File: src/rtl/dma_pkg.sv
package dma_pkg;
  typedef enum logic [1:0] {
    SEL_ADDR   = 2'd0,
    SEL_COUNT  = 2'd1,
    SEL_CTRL   = 2'd2,
    SEL_STATUS = 2'd3
  } reg_sel_e;

  typedef enum logic {
    ST_IDLE = 1'b0,
    ST_MOVE = 1'b1
  } xfer_state_e;

  localparam int CTRL_START_BIT  = 0;
  localparam int STAT_BUSY_BIT   = 0;
  localparam int STAT_DONE_BIT   = 1;
endpackage

File: src/rtl/dma_regs.sv
module dma_regs
  import dma_pkg::*;
#(
  parameter int ADDR_W = 16,
  parameter int CNT_W  = 8
) (
  input  logic              clk,
  input  logic              rst_n,
  input  logic              wr_en,
  input  reg_sel_e          sel,
  input  logic [ADDR_W-1:0] wdata,
  input  logic              busy,
  input  logic              beat,
  output logic [ADDR_W-1:0] addr_q,
  output logic [CNT_W-1:0]  count_q,
  output logic              count_zero,
  output logic              count_one
);
  localparam logic [CNT_W-1:0] CNT_ONE = CNT_W'(1);

  logic sw_load_ok;
  assign sw_load_ok = wr_en && !busy;

  always_ff @(posedge clk) begin
    if (!rst_n) begin
      addr_q  <= '0;
      count_q <= '0;
    end else if (beat) begin
      addr_q  <= addr_q + ADDR_W'(1);
      count_q <= count_q - CNT_ONE;
    end else if (sw_load_ok) begin
      if (sel == SEL_ADDR)  addr_q  <= wdata;
      if (sel == SEL_COUNT) count_q <= wdata[CNT_W-1:0];
    end
  end

  assign count_zero = (count_q == '0);
  assign count_one  = (count_q == CNT_ONE);

  AST_ADDR_STEP: assert property (@(posedge clk) disable iff (!rst_n)
    beat |=> addr_q == $past(addr_q) + ADDR_W'(1));
  AST_COUNT_STEP: assert property (@(posedge clk) disable iff (!rst_n)
    beat |=> count_q == $past(count_q) - CNT_ONE);
  AST_BUSY_LOCKS_REGS: assert property (@(posedge clk) disable iff (!rst_n)
    (busy && !beat) |=> $stable(addr_q) && $stable(count_q));
endmodule

File: src/rtl/dma_seq.sv
module dma_seq
  import dma_pkg::*;
(
  input  logic clk,
  input  logic rst_n,
  input  logic start_req,
  input  logic count_zero,
  input  logic count_one,
  input  logic beat,
  output logic busy,
  output logic done,
  output logic irq
);
  xfer_state_e state_q;
  logic        finish;

  assign busy   = (state_q == ST_MOVE);
  assign finish = busy && beat && count_one;

  always_ff @(posedge clk) begin
    if (!rst_n) begin
      state_q <= ST_IDLE;
      done    <= 1'b0;
      irq     <= 1'b0;
    end else begin
      irq <= 1'b0;
      case (state_q)
        ST_IDLE: begin
          if (start_req) begin
            if (count_zero) begin
              done <= 1'b1;
              irq  <= 1'b1;
            end else begin
              done    <= 1'b0;
              state_q <= ST_MOVE;
            end
          end
        end
        ST_MOVE: begin
          if (finish) begin
            state_q <= ST_IDLE;
            done    <= 1'b1;
            irq     <= 1'b1;
          end
        end
        default: state_q <= ST_IDLE;
      endcase
    end
  end

  AST_IRQ_SINGLE: assert property (@(posedge clk) disable iff (!rst_n)
    irq |=> !irq);
  AST_HOLD_UNTIL_LAST: assert property (@(posedge clk) disable iff (!rst_n)
    (busy && !(beat && count_one)) |=> busy);
  AST_RESTART_IGNORED: assert property (@(posedge clk) disable iff (!rst_n)
    (busy && start_req && !beat) |=> busy && !done);
  AST_ZERO_NO_MOVE: assert property (@(posedge clk) disable iff (!rst_n)
    (!busy && start_req && count_zero) |=> !busy && done && irq);
endmodule

File: src/rtl/dma_bus_port.sv
module dma_bus_port #(
  parameter int ADDR_W = 16,
  parameter int DATA_W = 16
) (
  input  logic              busy,
  input  logic              bus_gnt,
  input  logic              dev_valid,
  input  logic [DATA_W-1:0] dev_data,
  input  logic [ADDR_W-1:0] addr_q,
  output logic              bus_req,
  output logic              beat,
  output logic              dev_ready,
  output logic              mem_we,
  output logic [ADDR_W-1:0] mem_addr,
  output logic [DATA_W-1:0] mem_wdata
);
  logic own_bus;

  assign bus_req   = busy;
  assign own_bus   = busy && bus_gnt;
  assign beat      = own_bus && dev_valid;
  assign dev_ready = beat;
  assign mem_we    = beat;
  assign mem_addr  = own_bus ? addr_q : '0;
  assign mem_wdata = beat ? dev_data : '0;
endmodule

File: src/rtl/dma_block_mover.sv
module dma_block_mover
  import dma_pkg::*;
#(
  parameter int ADDR_W = 16,
  parameter int DATA_W = 16,
  parameter int CNT_W  = 8
) (
  input  logic              clk,
  input  logic              rst_n,
  input  logic              reg_wr,
  input  logic [1:0]        reg_sel,
  input  logic [ADDR_W-1:0] reg_wdata,
  output logic [ADDR_W-1:0] reg_rdata,
  output logic              bus_req,
  input  logic              bus_gnt,
  output logic              mem_we,
  output logic [ADDR_W-1:0] mem_addr,
  output logic [DATA_W-1:0] mem_wdata,
  input  logic              dev_valid,
  input  logic [DATA_W-1:0] dev_data,
  output logic              dev_ready,
  output logic              irq
);
  reg_sel_e          sel;
  logic              start_req;
  logic              busy, done, beat;
  logic              count_zero, count_one;
  logic [ADDR_W-1:0] addr_q;
  logic [CNT_W-1:0]  count_q;
  logic [1:0]        status_bits;

  assign sel       = reg_sel_e'(reg_sel);
  assign start_req = reg_wr && (sel == SEL_CTRL) && reg_wdata[CTRL_START_BIT];

  dma_regs #(.ADDR_W(ADDR_W), .CNT_W(CNT_W)) regs_i (
    .clk(clk), .rst_n(rst_n), .wr_en(reg_wr), .sel(sel), .wdata(reg_wdata),
    .busy(busy), .beat(beat), .addr_q(addr_q), .count_q(count_q),
    .count_zero(count_zero), .count_one(count_one)
  );

  dma_seq seq_i (
    .clk(clk), .rst_n(rst_n), .start_req(start_req), .count_zero(count_zero),
    .count_one(count_one), .beat(beat), .busy(busy), .done(done), .irq(irq)
  );

  dma_bus_port #(.ADDR_W(ADDR_W), .DATA_W(DATA_W)) bus_i (
    .busy(busy), .bus_gnt(bus_gnt), .dev_valid(dev_valid), .dev_data(dev_data),
    .addr_q(addr_q), .bus_req(bus_req), .beat(beat), .dev_ready(dev_ready),
    .mem_we(mem_we), .mem_addr(mem_addr), .mem_wdata(mem_wdata)
  );

  always_comb begin
    status_bits                = '0;
    status_bits[STAT_BUSY_BIT] = busy;
    status_bits[STAT_DONE_BIT] = done;
    case (sel)
      SEL_ADDR:   reg_rdata = addr_q;
      SEL_COUNT:  reg_rdata = ADDR_W'(count_q);
      SEL_STATUS: reg_rdata = ADDR_W'(status_bits);
      default:    reg_rdata = '0;
    endcase
  end

  AST_WRITE_NEEDS_GRANT: assert property (@(posedge clk) disable iff (!rst_n)
    mem_we |-> (bus_gnt && bus_req));
  AST_QUIET_WITHOUT_GRANT: assert property (@(posedge clk) disable iff (!rst_n)
    !bus_gnt |-> (!mem_we && mem_addr == '0 && mem_wdata == '0));
  AST_ACK_MATCHES_WRITE: assert property (@(posedge clk) disable iff (!rst_n)
    dev_ready |-> (mem_we && dev_valid && mem_wdata == dev_data));
  AST_REQ_DROPS_WITH_IRQ: assert property (@(posedge clk) disable iff (!rst_n)
    $fell(bus_req) |-> irq);
endmodule

File: config.mk
export PLATFORM = sky130hd
export DESIGN_NAME = dma_block_mover
export DESIGN_NICKNAME = d
export VERILOG_FILES = /design/src/rtl/dma_pkg.sv /design/src/rtl/dma_regs.sv /design/src/rtl/dma_seq.sv /design/src/rtl/dma_bus_port.sv /design/src/rtl/dma_block_mover.sv
export SDC_FILE = /design/constraint.sdc
export NUM_CORES = 1
export LEC_CHECK = 0
export BUFFER_PORTS_ARGS = -buffer_cell sky130_fd_sc_hd__buf_2
export CAP_MARGIN = 5
export CORE_ASPECT_RATIO = 0.9
export CORE_UTILIZATION = 31
export CTS_CLUSTER_DIAMETER = 120
export DETAILED_ROUTE_END_ITERATION = 8
export GPL_ROUTABILITY_DRIVEN = 0
export PLACE_DENSITY = 0.68
export SLEW_MARGIN = 0
export SYNTH_ARGS = -nofsm -noshare
export SYNTH_HDL_FRONTEND = slang
export SYNTH_HIERARCHICAL = 1
export SYNTH_SLANG_ARGS = --single-unit
export TNS_END_PERCENT = 50
File: constraint.sdc
create_clock -name clk -period 2.25 [get_ports clk]
set_input_delay 0.225 -clock clk [delete_from_list [all_inputs] [get_ports clk]]
set_output_delay 0.225 -clock clk [all_outputs]
set_load 0.02 [all_outputs]
==> out/qor.yml <==
run_status:
  outcome: "finished clean"
grt:
  antenna_found_initial: 0
  grtUsageTotal_pct: 18.1
  grt_first_pass_wirelength_um: 10100
  grt_max_degree: 42
  grt_pass1_vias: 2113
  overflow: 0
cells_and_area:
  nFillCells: 663
  fin_nets: 391
  fin_util_pct: 42.0
  area_growth_pct: 27.6
  instances_no_fill: 434
  final_cell_mix: "buf_2, dfxtp_1, nor2_1, and3_1, nand2_1"
  drive_gt1_share_pct: 32.3
  diodes: 0
  ff_latch_area_um2: 542
  multi_input_area_um2: 1380
  final_common_cell: "buf_2"
setup_path:
  rr_startpoint: "seq_i/busy"
  critPathMaxFanout: 29
  worstSetupStartpointType: "flop"
  setup.worst_path.end_class: "flop"
  startpoint: "seq_i/busy"
  crit_end: "regs_i/count_q[7]"
  r2r_end: "regs_i/count_q[7]"
  ff2ff_path_depth: 6
  worstPathArrival_ns: 2.12
  ff2ff_setup_slack_ns: 0.32
  crit_type: "flop to flop"
  worstPathRequired_ns: 2.45
drt:
  first_pass_iters: 5
  final_antenna_net_count: 0
  avgRoutedWirePerCell_um: 14.7
  drc: 0
  routed-via-count: 2370
  via_per_inst: 5.46
  wl_um: 6380
  dr.first_iter.drc_count: 121
sta:
  setup_viol: 0
  rsz0062_at_grt: "false"
  clock.fmax_mhz: 519
  hold_viol: 0
  fin_setup_tns_ns: 0
  fin_ws_ns: 0.322
  skew_ns: 0.00434
  timing.slew.headroom_pct: 54.6
  fin_crit_sh_pct: 85.7
  period_minus_slack_ns: 1.93
  slew_violations: 0
  tightest_slew_ns: 0.675
yosys:
  synth-seq-cells: 27
  syn-num-nets: 308
  netlist_instances: 265
  synth_edf_count: 0
  synthDistinctLibCells: 53
  syn_area_per_cell_um2: 7.80
  async_reset_ff_share_pct: 0
  yosys_warnings: 6
  synthFlopType: "dfxtp_1"
  yosysSeqAreaShare_pct: 26.2
  synth_area_um2: 2070
cts:
  root_buffer: "clkbuf_8"
  clkSinkCount: 27
  cts_resized: 0
  holdBufCountCts: 0
  clk_pin_slew_ns: 0.10
  htreeDepth: 1
  cts_tree: "done"
  insertion_delay_ns: 0.28
  cts_inserted_buffers: 3
  clockBufferDepth: 2
  cts_setup_buffers: 0
floorplanning:
  rows: 27
  dieHeight_um: 79.4
  boundaryPins: 91
  core_area_um2: 6280
  initial_core_util_pct: 32.9
  die_area_um2: 6990
  dieWidth_um: 88.0
placed_design:
  place_ws_ns: 0.231
  hpwl_um: 4810
  port_buffers: 90
  dp_cells: 430
pwr:
  swShare_pct: 30.6
  p_leak_nw: 1.26
  report.power.total_mw: 1.02
  p_switching_uw: 313
  max-vdd-ir-drop_v: 0.000276
  power_frac_seq_pct: 51.8
  powerDensity_nw_per_um2: 389
  clockPowerShare_pct: 28.3
  combPwrFrac_pct: 19.9
  cellInternalPower_uw: 711
min_path:
  hold_depth: 3
  hold_path.class: "primary input to flop"
run:
  drv_cap: 0
-- through the flow --
stage               cell area (um^2)  hold WS [ns]
floorplan                       2070         0.347
global placement                2590         0.474
detailed placement              2590         0.477
CTS                             2640         0.183
global route                    2640         0.194
finish                          2640         0.188
-- cell usage after synthesis, types with 2 or more instances --
| cell type | n | area (um^2) |
|---|---|---|
| ha_1 | 4 | 50.1 |
| and4_1 | 16 | 140 |
| inv_1 | 7 | 26.3 |
| o21ai_0 | 7 | 35.0 |
| nor2_1 | 18 | 67.6 |
| o21ai_1 | 6 | 30.0 |
| mux2i_1 | 12 | 120 |
| nand2_1 | 17 | 63.8 |
| a31oi_1 | 5 | 31.3 |
| a211oi_1 | 9 | 67.6 |
| o32ai_1 | 2 | 17.5 |
| nand4_1 | 2 | 12.5 |
| nor3_1 | 14 | 70.1 |
| a2bb2oi_1 | 5 | 43.8 |
| nand3_1 | 12 | 60.1 |
| a21oi_1 | 13 | 65.1 |
| clkbuf_1 | 6 | 22.5 |
| and3_1 | 18 | 113 |
| nor2b_1 | 2 | 12.5 |
| buf_2 | 9 | 45.0 |
| buf_4 | 4 | 30.0 |
| dfxtp_1 | 27 | 541 |
| nor4_1 | 5 | 31.3 |
| or3_1 | 3 | 18.8 |
| and2_1 | 14 | 87.6 |
-- worst min-delay path by stage --
stage,startpoint,endpoint,slack (ns)
2_1_floorplan,rst_n,seq_i/irq,0.35
3_3_place_gp,reg_wdata[14],regs_i/addr_q[14],0.47
3_5_place_dp,regs_i/count_q[6],regs_i/count_q[6],0.48
4_1_cts,reg_wdata[12],regs_i/addr_q[12],0.18
5_1_grt,reg_wdata[14],regs_i/addr_q[14],0.19
6_report,reg_wdata[14],regs_i/addr_q[14],0.19
-- worst max-delay path: stages, from the launching register on --
cell,delay [ns]
dfxtp_2,0.33
and3_1,0.29
buf_12,0.21
or3b_1,0.38
nor4_1,0.29
nor3_1,0.11
a211oi_1,0.23
-- kinds of logic (layout without fill, tap and decap cells) --
group                      count (synthesis)  after routing  synth area share [%]
muxes                                     12             12                  5.81
and+or+nand+nor                          134            134                  39.6
AOI/OAI and AO/OA                         59             59                  19.1
adders and majority gates                  4              4                  2.42
buffers and inverters                     29            111                  6.90
DFF                                       27             27                  26.2
-- state kept, by name, indices dropped and copies added (netlist names) --
name,flops
regs_i/addr_q,16
seq_i/busy,1
seq_i/done,1
seq_i/irq,1
regs_i/count_q,8
-- power by group through the flow --
| stage | clock network, mW | registers (mW) | logic (mW) |
|---|---|---|---|
| 2_1_floorplan | 0 | 0.532 | 0.124 |
| 3_3_place_gp | 0 | 0.540 | 0.199 |
| 3_5_place_dp | 0 | 0.541 | 0.203 |
| 4_1_cts | 0.302 | 0.530 | 0.204 |
| 5_1_grt | 0.313 | 0.534 | 0.227 |
| 6_report | 0.290 | 0.530 | 0.204 |
-- layer usage --
metal  up-vias  global-route usage [%]  wire (um)
met5         -                       0          0
met4         0                    2.26         63
met3         7                    3.72        526
met2       112                    30.2       2880
met1      1088                    24.7       2910
li1       1163                       -          -
-- layout make-up --
class / count / area share, %
Timing Repair Buffer: 98 / 19.8
Tap cell: 87 / 4.13
Multi-Input combinational cell: 209 / 52.4
Inverter: 9 / 1.28
Sequential cell: 27 / 20.6
Clock inverter: 1 / 0.190
Clock buffer: 3 / 1.57
(Power assumes the default switching activity.)
